`config.mk`:
```
export PLATFORM = sky130hd
export DESIGN_NAME = smii_rx_serializer
export DESIGN_NICKNAME = d
export VERILOG_FILES = /design/src/rtl/smii_rx_pkg.sv /design/src/rtl/smii_slot_sched.sv /design/src/rtl/smii_seg_builder.sv /design/src/rtl/smii_rx_serializer.sv
export SDC_FILE = /design/constraint.sdc
export NUM_CORES = 1
export LEC_CHECK = 0
export ABC_CLOCK_PERIOD_IN_PS = 6100
export BUFFER_PORTS_ARGS = -buffer_cell sky130_fd_sc_hd__buf_2
export CAP_MARGIN = 20
export CORE_UTILIZATION = 37
export DETAILED_ROUTE_END_ITERATION = 16
export HOLD_SLACK_MARGIN = 0.1
export PLACE_DENSITY_LB_ADDON = 0.15
export SLEW_MARGIN = 30
export SYNTH_ARGS = -nofsm -noshare
export SYNTH_HDL_FRONTEND = slang
export SYNTH_HIERARCHICAL = 1
export SYNTH_SLANG_ARGS = --single-unit
```
`constraint.sdc`:
```
create_clock -name clk -period 6.1 [get_ports clk]
set_input_delay 0.305 -clock clk [delete_from_list [all_inputs] [get_ports clk]]
set_output_delay 0.305 -clock clk [all_outputs]
set_load 0.03 [all_outputs]
```
`src/rtl/smii_rx_pkg.sv`:
```
package smii_rx_pkg;

    typedef enum logic [1:0] {
        S_IDLE = 2'd0,
        S_CRS  = 2'd1,
        S_DV   = 2'd2,
        S_DATA = 2'd3
    } slot_state_e;

    localparam int          NIBBLE_W   = 4;
    localparam logic [3:0]  ERR_NIBBLE = 4'b0101;

endpackage

```
`src/rtl/smii_slot_sched.sv`:
```
module smii_slot_sched
    import smii_rx_pkg::*;
#(
    parameter int DATA_W = 8,
    parameter int REPEAT = 10
) (
    input  logic                        clk,
    input  logic                        rst_n,
    input  logic                        mode_10m,
    output slot_state_e                 state_q,
    output slot_state_e                 state_n,
    output logic [$clog2(DATA_W)-1:0]   idx_n,
    output logic                        seg_start,
    output logic                        capture_en
);

    localparam int IDX_W = $clog2(DATA_W);
    localparam int REP_W = $clog2(REPEAT);
    localparam logic [IDX_W-1:0] IDX_LAST = IDX_W'(DATA_W - 1);
    localparam logic [REP_W-1:0] REP_LAST = REP_W'(REPEAT - 1);

    logic [IDX_W-1:0] idx_q;
    logic [REP_W-1:0] rep_q;
    logic [REP_W-1:0] rep_n;

    // next-state logic over the slots of a segment
    always_comb begin
        state_n = state_q;
        idx_n   = idx_q;
        unique case (state_q)
            S_IDLE: begin
                state_n = S_CRS;
            end
            S_CRS: begin
                state_n = S_DV;
            end
            S_DV: begin
                state_n = S_DATA;
                idx_n   = '0;
            end
            S_DATA: begin
                if (idx_q == IDX_LAST) begin
                    state_n = S_CRS;
                    idx_n   = '0;
                end else begin
                    idx_n = idx_q + 1'b1;
                end
            end
            default: begin
                state_n = S_IDLE;
            end
        endcase
    end

    assign seg_start  = (state_n == S_CRS);
    assign capture_en = seg_start && (!mode_10m || rep_q == '0);

    always_comb begin
        rep_n = rep_q;
        if (seg_start) begin
            if (!mode_10m)
                rep_n = '0;
            else if (rep_q == REP_LAST)
                rep_n = '0;
            else
                rep_n = rep_q + 1'b1;
        end
    end

    // state register
    always_ff @(posedge clk or negedge rst_n) begin
        if (!rst_n) begin
            state_q <= S_IDLE;
            idx_q   <= '0;
            rep_q   <= '0;
        end else begin
            state_q <= state_n;
            idx_q   <= idx_n;
            rep_q   <= rep_n;
        end
    end

    // slot 0 is always followed by slot 1
    a_r2_crs_then_dv: assert property (@(posedge clk) disable iff (!rst_n)
        (state_q == S_CRS) |=> (state_q == S_DV));

    // a segment never closes before its last data bit
    a_r2_data_len: assert property (@(posedge clk) disable iff (!rst_n)
        (state_q == S_DATA && state_n == S_CRS) |-> (idx_q == IDX_LAST));

    // repeat counter stays in range
    a_r6_rep_range: assert property (@(posedge clk) disable iff (!rst_n)
        rep_q <= REP_LAST);

endmodule

```
`src/rtl/smii_seg_builder.sv`:
```
module smii_seg_builder
    import smii_rx_pkg::*;
#(
    parameter int DATA_W   = 8,
    parameter int STATUS_W = 7
) (
    input  logic                  clk,
    input  logic                  rst_n,
    input  logic                  capture_en,
    input  logic                  mode_10m,
    input  logic                  rx_valid,
    input  logic [DATA_W-1:0]     rx_byte,
    input  logic                  sym_err_lo,
    input  logic                  sym_err_hi,
    input  logic [STATUS_W-1:0]   line_status,
    output logic [DATA_W:0]       payload_q
);

    localparam int PAY_W = DATA_W + 1;

    logic [DATA_W-1:0] data_sub;
    logic [DATA_W-1:0] status_byte;
    logic [PAY_W-1:0]  payload_n;

    always_comb begin
        data_sub = rx_byte;
        if (!mode_10m) begin
            if (sym_err_lo)
                data_sub[NIBBLE_W-1:0] = ERR_NIBBLE;
            if (sym_err_hi)
                data_sub[DATA_W-1:NIBBLE_W] = ERR_NIBBLE;
        end
    end

    assign status_byte = {{(DATA_W - STATUS_W){1'b0}}, line_status};
    assign payload_n   = rx_valid ? {data_sub, 1'b1} : {status_byte, 1'b0};

    always_ff @(posedge clk or negedge rst_n) begin
        if (!rst_n)
            payload_q <= '0;
        else if (capture_en)
            payload_q <= payload_n;
    end

    // no capture means the segment content holds
    a_r6_hold: assert property (@(posedge clk) disable iff (!rst_n)
        !capture_en |=> $stable(payload_q));

    // lower-nibble error pattern at 100 Mbps
    a_r9_err_lo: assert property (@(posedge clk) disable iff (!rst_n)
        (capture_en && !mode_10m && rx_valid && sym_err_lo)
            |=> (payload_q[NIBBLE_W:1] == ERR_NIBBLE));

    // status byte carries a clear valid flag and a zero top bit
    a_r8_status: assert property (@(posedge clk) disable iff (!rst_n)
        (capture_en && !rx_valid) |=> (!payload_q[0] && !payload_q[DATA_W]));

endmodule

```
`src/rtl/smii_rx_serializer.sv`:
```
module smii_rx_serializer
    import smii_rx_pkg::*;
#(
    parameter int DATA_W   = 8,
    parameter int STATUS_W = 7,
    parameter int REPEAT   = 10
) (
    input  logic                clk,
    input  logic                rst_n,
    input  logic                mode_10m,
    input  logic                rx_carrier,
    input  logic                rx_valid,
    input  logic [DATA_W-1:0]   rx_byte,
    input  logic                sym_err_lo,
    input  logic                sym_err_hi,
    input  logic [STATUS_W-1:0] line_status,
    output logic                smii_rxd,
    output logic                smii_sync
);

    localparam int IDX_W = $clog2(DATA_W);
    localparam int SEL_W = $clog2(DATA_W + 1);

    slot_state_e        state_q;
    slot_state_e        state_n;
    logic [IDX_W-1:0]   idx_n;
    logic               seg_start;
    logic               capture_en;
    logic [DATA_W:0]    payload_q;
    logic [SEL_W-1:0]   bit_sel;
    logic               line_q;
    logic               sync_q;

    smii_slot_sched #(
        .DATA_W (DATA_W),
        .REPEAT (REPEAT)
    ) u_sched (
        .clk        (clk),
        .rst_n      (rst_n),
        .mode_10m   (mode_10m),
        .state_q    (state_q),
        .state_n    (state_n),
        .idx_n      (idx_n),
        .seg_start  (seg_start),
        .capture_en (capture_en)
    );

    smii_seg_builder #(
        .DATA_W   (DATA_W),
        .STATUS_W (STATUS_W)
    ) u_build (
        .clk         (clk),
        .rst_n       (rst_n),
        .capture_en  (capture_en),
        .mode_10m    (mode_10m),
        .rx_valid    (rx_valid),
        .rx_byte     (rx_byte),
        .sym_err_lo  (sym_err_lo),
        .sym_err_hi  (sym_err_hi),
        .line_status (line_status),
        .payload_q   (payload_q)
    );

    assign bit_sel = SEL_W'(idx_n) + 1'b1;

    // output process: the bit for the slot being entered
    always_ff @(posedge clk or negedge rst_n) begin
        if (!rst_n) begin
            line_q <= 1'b0;
            sync_q <= 1'b0;
        end else begin
            sync_q <= seg_start;
            unique case (state_n)
                S_CRS:   line_q <= rx_carrier;
                S_DV:    line_q <= payload_q[0];
                S_DATA:  line_q <= payload_q[bit_sel];
                default: line_q <= 1'b0;
            endcase
        end
    end

    assign smii_rxd  = line_q;
    assign smii_sync = sync_q;

    // quiet outputs during reset
    a_r1_reset_quiet: assert property (@(posedge clk)
        !rst_n |-> (!sync_q && !line_q));

    // sync marks slot 0 only
    a_r2_sync_slot0: assert property (@(posedge clk) disable iff (!rst_n)
        sync_q |-> (state_q == S_CRS));

    // slot 0 is the carrier sampled at the opening edge
    a_r7_live_crs: assert property (@(posedge clk) disable iff (!rst_n)
        (sync_q && state_q == S_CRS && $past(rst_n)) |-> (line_q == $past(rx_carrier)));

    // slot 1 shows the captured valid flag
    a_r3_dv_slot: assert property (@(posedge clk) disable iff (!rst_n)
        (state_q == S_DV) |-> (line_q == payload_q[0]));

endmodule

```
# Word level (Yosys, flattened, before mapping)
# Cells that the tools add are included.
[totals] ff_bits=20 latchBits=0 ramBits=0 romBits=0 word_cells=36 memories=0
[classes] add_sub_neg=3 mul=0 div_mod_pow=0 magnitude_cmp=1 n_eq_ne=8 n_shift=0 muxes=13 bitwise_logic=0 reduce_logical=5
[ops] op="$mux W4" count=4
[ops] op="$mux W9" count=1
[ops] op="$eq A2 B2 Y1 const B" count=4
[ops] op="$mux W8" count=1
[ops] op="$pmux W2 S4" count=1
[ops] op="$pmux W3 S2" count=1
[ops] op="$lt A4 B5 Y1 const B" count=1
[ops] op="$add A3 B1 Y4 const B" count=1
[ops] op="$add A4 B1 Y4 const B" count=1
[ops] op="$bmux W1 S4" count=1
[ops] op="$eq A2 B1 Y1 const B" count=2
[ops] op="$eq A4 B4 Y1 const B" count=1
[ops] op="$logic_not A4 Y1" count=1
[ops] op="$add A3 B1 Y3 const B" count=1
[ops] op="$eq A3 B3 Y1 const B" count=1
[ops] op="$mux W3" count=1
[ops] op="$pmux W1 S3" count=1
[ops] op="$logic_not A2 Y1" count=1
[ops] op="$mux W2" count=1
[ops] op="$logic_and A1 B1 Y1" count=1
[ops] op="$logic_not A1 Y1" count=1
[ops] op="$logic_or A1 B1 Y1" count=1
[ops] op="$mux W1" count=1

# Logic depth before layout (Yosys ltp)
[depth] depth_word=7 mapped_depth=10 ltp_nobuf=10

# Hierarchy
# Netlist, hierarchy kept.
[by_module_without_submodules] mod="smii_slot_sched" instances=1 cells_per_inst=48 area_each_um2=495.5 seq_area_each_um2=225.2
[by_module_without_submodules] mod="smii_seg_builder" instances=1 cells_per_inst=42 area_each_um2=457.9 seq_area_each_um2=225.2
[by_module_without_submodules] mod="smii_rx_serializer" instances=1 cells_per_inst=16 area_each_um2=183.9 seq_area_each_um2=50.0

# Worst setup path before layout
# No wires, ideal clock.
[synth_path] path_type="register to register" startpoint="register u_sched.idx_q[0]" endpoint="register line_q (netlist: smii_rxd)" setup_time_ps=86 arrival_ps=2117 path_slack_ps=3898 stages_incl_launch_ff=11 path_buffers=0 path_cell_list="dfrtp_1 -> ha_1 -> ha_1 -> nand2b_1 -> nor2_1 -> mux2_2 -> ha_1 -> mux4_1 -> mux2i_1 -> a211o_1 -> a32oi_1"
[synth_via] elab_chain_cells=7 elab_cells_between_ends=13 classes_between="add/sub (2); eq/ne (4); mux (7)"
[synth_rtl] element="start, declared" line="smii_slot_sched.sv:22" rtl="logic [IDX_W-1:0] idx_q;"
[synth_rtl] element="start signal, assigned" line="smii_slot_sched.sv:78" rtl="idx_q <= idx_n;"
[synth_rtl] element="$add A3 B1 Y3 or $eq A3 B3 Y1 (tied branches)" line="smii_slot_sched.sv:46, smii_slot_sched.sv:42"
[synth_rtl] element="$mux W3" line="smii_slot_sched.sv:42" rtl="if (idx_q == IDX_LAST) begin"
[synth_rtl] element="$pmux W3 S2 *" line="smii_slot_sched.sv:30" rtl="unique case (state_q)"
[synth_rtl] element="via idx_n[0]" line="smii_rx_serializer.sv:26" rtl="logic [IDX_W-1:0] idx_n;"
[synth_rtl] element="$add A3 B1 Y4 *" line="smii_rx_serializer.sv:64" rtl="assign bit_sel = SEL_W'(idx_n) + 1'b1;"
[synth_rtl] element="$bmux W1 S4 *" line="smii_rx_serializer.sv:76" rtl="S_DATA: line_q <= payload_q[bit_sel];"
[synth_rtl] element="$mux W1 (implied by the code) *" line="smii_rx_serializer.sv:76"
[synth_rtl] element="$pmux W1 S3 *" line="smii_rx_serializer.sv:73" rtl="unique case (state_n)"
[synth_rtl] element="end signal, assigned" line="smii_rx_serializer.sv:74" rtl="S_CRS: line_q <= rx_carrier;"
[synth_rtl] element="end signal, assigned" line="smii_rx_serializer.sv:75" rtl="S_DV: line_q <= payload_q[0];"
[synth_rtl] element="end signal, assigned" line="smii_rx_serializer.sv:76"
[synth_rtl] element="end, declared" line="smii_rx_serializer.sv:31" rtl="logic line_q;"
# Mark *: on every way through the listed nets, which the timed path passes. The rest lies on a longest branch. The select of a mux whose other input is x is not followed.
# A chain may end at the register's enable or synchronous reset.

# Worst setup path in the final report
# Ends and elaborated chain as after synthesis.

==> flow_summary.toml <==
[run_status]
outcome = "complete, no violations"

[global_routing]
grt_overflow = 0
grt_pass1_wl_mm = 3.81
grt_max_degree = 21
antenna_found_initial = 0
grt_use_total_pct = 15.1
grt_pass1_vias = 825

[cts]
cts_root_buf = "clkbuf_4"
clk_transition_reported_paths_ns = 0.11
cts-htree-levels = 1
cts_tree = "yes"
cts_sinks = 20
clock_latency_ns = 0.29
cts_buffers = 3
post_cts_buffers = 0
cts_buffer_depth = 2

[critical_path]
start_kind = "flop"
startpoint = "u_sched/idx_q[0]$_DFF_PN0_"
worstSetupPathType = "reg2reg"
rr_startpoint = "u_sched/idx_q[0]$_DFF_PN0_"
end_kind = "flop"
cp.required_ns = 6.30
r2r_end = "smii_rxd$_DFF_PN0_"
slowest_delay_ns = 0.41
crit_slowest_cell = "dfrtp_1"
crit_chain = "ha_1 -> ha_1 -> nand2b_1 -> nor2_1 -> mux2_2 -> ha_1 -> mux4_1 -> mux2i_1 -> a211o_1 -> a32oi_1"
crit_path_max_fanout = 6
cp_common_cell = "ha_1"
worst_ep_arrival_time_ns = 2.70
setup.worst_path.end = "smii_rxd$_DFF_PN0_"
cp_num_buf_inv = 0
path_depth = 10
r2r_cells = 10
critPathTopFamily = "adder cells"
rrSetupSlack_ns = 3.60

[power_and_ir_drop]
ir_worst_vdd_mv = 0.0858
p_sw_w = 0.0000601
power_per_cell_area_nw_per_um2 = 187
p_comb_share_pct = 15.2
p_seq_share_pct = 60.4
total_power_w = 0.000244
clkPwrFrac_pct = 24.4
p_leak_nw = 0.635
p_sw_share_pct = 24.6
p_int_w = 0.000184

[route]
ant_nets = 0
viasPerCell = 5.43
drt_iter0_drc = 21
route.vias.total = 879
first_pass_iters = 4
wl_per_cell_um = 13.7
wl_mm = 2.22
drc = 0

[placed_design]
dpl.cell_count = 158
hpwl_mm = 1.74
dp_slack_ns = 3.61
portBuffers = 23
gp_congestion = 0.768

[sta]
post-route-period-util_pct = 41.1
fin_crit_ns = 2.50
rsz0062_at_grt = "no"
fmax_mhz = 399
slew_headroom_pct = 56.9
worstMarginPinSlew_ns = 0.647
fin_ws_ns = 3.60
setup_viol = 0
slew_viol_final = 0
fin_skew_ns = 0.00407
hold_viol_final = 0
finalSetupTns_ns = 0

[synth]
syn_inst = 106
ys_warn_count = 6
synth_top_area_cell = "dfrtp_1"
syn_nets = 134
synthFlopType = "dfrtp_1"
synth-edff-count = 0
post_synth.cell_area_avg_um2 = 10.7
ys_ff_latch = 20
syn_area_um2 = 1140
ys_seq_area_share_pct = 44.0
synth_cell_types = 40
async_flop_share_pct = 100
synth_top_area_share_pct = 44.0
synth_area_leaders = "dfrtp_1 44%, ha_1 6.6%, mux4_1 4.6%"

[cells_and_area]
finalNonFillerCells = 162
postLayoutCoreUtil_pct = 46.1
drive_gt1_share_pct = 24.4
area_growth_pct = 14.7
layout.nets = 161
num_antenna_cells = 0
fill_cells = 286

[floorplan]
start_util_pct = 40.2
design.core.area_um2 = 2830
die_y_um = 57.4
rows = 19
fp.dieW_um = 57.4
die_area_um2 = 3300
top_level_ports = 24

[hold_path]
hold_path_class = "in2reg"

[job]
cap_violations = 0
[worst min path at each step]
stage,startpoint,endpoint,slack [ns],depth (start not counted)
global route,rx_byte[2],u_build/payload_q[3]$_DFFE_PN0P_,0.25,2
global placement,rst_n,u_sched/rep_q[3]$_DFFE_PN0N_,0.28,1
detailed placement,rst_n,u_sched/rep_q[3]$_DFFE_PN0N_,0.28,1
finish,rx_byte[2],u_build/payload_q[3]$_DFFE_PN0P_,0.26,2
CTS,rx_byte[2],u_build/payload_q[3]$_DFFE_PN0P_,0.25,2
floorplan,rst_n,smii_rxd$_DFF_PN0_,0.009,0
[stage by stage]
step	hold slack, ns	area, µm²
2_1_floorplan	0.00941	1140
4_1_cts	0.250	1310
3_3_place_gp	0.279	1270
5_1_grt	0.253	1310
3_5_place_dp	0.283	1270
6_report	0.255	1310
[kinds of logic after synthesis]
kind of cell,after synthesis,share of synthesized area (%)
compound gates,24,17.5
buf+inv,16,6.27
flops,20,44.0
mux,5,7.37
simple gates,35,18.3
fa+ha+maj,6,6.60
[state kept, by name (all words and copies together), names as in the netlist]
register	flops
u_build/payload_q	9
smii_rxd	1
smii_sync	1
u_sched/idx_q	3
u_sched/rep_q	4
u_sched/state_q	2
[metal layers]
metal / vias up / share of wire, % / GRT usage [%]
met2: 26 / 47 / 24.8
met1: 411 / 48 / 20.7
li1: 440 / - / -
met4: 0 / 0.54 / 4.18
met5: - / 0 / 0
met3: 2 / 4.2 / 2.27
[cell usage in the layout, fill, tap and decap left out, drive strengths merged, types with 2 or more instances in the layout]
master	synthesis	final
mux4	2	2
clkbuf	0	3
nor2	6	6
nand2	5	5
mux2i	2	2
ha	6	6
and2b	2	2
o21ai	2	2
nand3	2	2
o32a	2	2
nor2b	2	2
a311oi	2	2
o311ai	3	3
o22ai	3	3
inv	14	14
nor3b	2	2
dfrtp	20	20
nand3b	3	3
nand2b	7	7
o21a	2	2
buf	2	23
nand4	2	2
[worst register-to-register path, delay by kind of cell (launching register included)]
family | cells | cell delay [ns]
AOI/OAI and AO/OA | 2 | 0.48
adders and majority gates | 3 | 0.69
DFF | 1 | 0.41
muxes | 3 | 0.61
and+or+nand+nor | 2 | 0.24
[cells in the mapped netlist (all sizes together) (2+ instances only)]
cell type and instances:
ha 6, nand3b 3, o22ai 3, o21ai 2
o32a 2, nor3b 2, nand2b 7, dfrtp 20
and2b 2, inv 14, a311oi 2, o21a 2
nor2b 2, nor2 6, buf 2, mux2i 2
nand4 2, nand2 5, mux4 2, nand3 2
o311ai 3
[layout make-up]
cell class                      count  area [µm²]  area share [%]
Multi-Input combinational cell     70         566            43.3
Sequential cell                    20         500            38.4
Timing Repair Buffer               24         125            9.59
Tap cell                           31        38.8            2.97
Inverter                           14        52.6            4.03
Clock buffer                        3        22.5            1.73
[power by group through the flow]
stage               registers [W]  clock network [W]  logic [W]
floorplan                0.000150                  0  0.0000205
global placement         0.000150                  0  0.0000365
detailed placement       0.000150                  0  0.0000371
CTS                      0.000147          0.0000634  0.0000378
global route             0.000149          0.0000680  0.0000418
finish                   0.000147          0.0000596  0.0000371
[repair_timing]
action / CTS / global route
endpoints found under the hold margin: 20 / 0
hold buffers: 1 / 0
gates resized for setup: 0 / 0
Note: power is estimated with default switching activity, not from simulation.
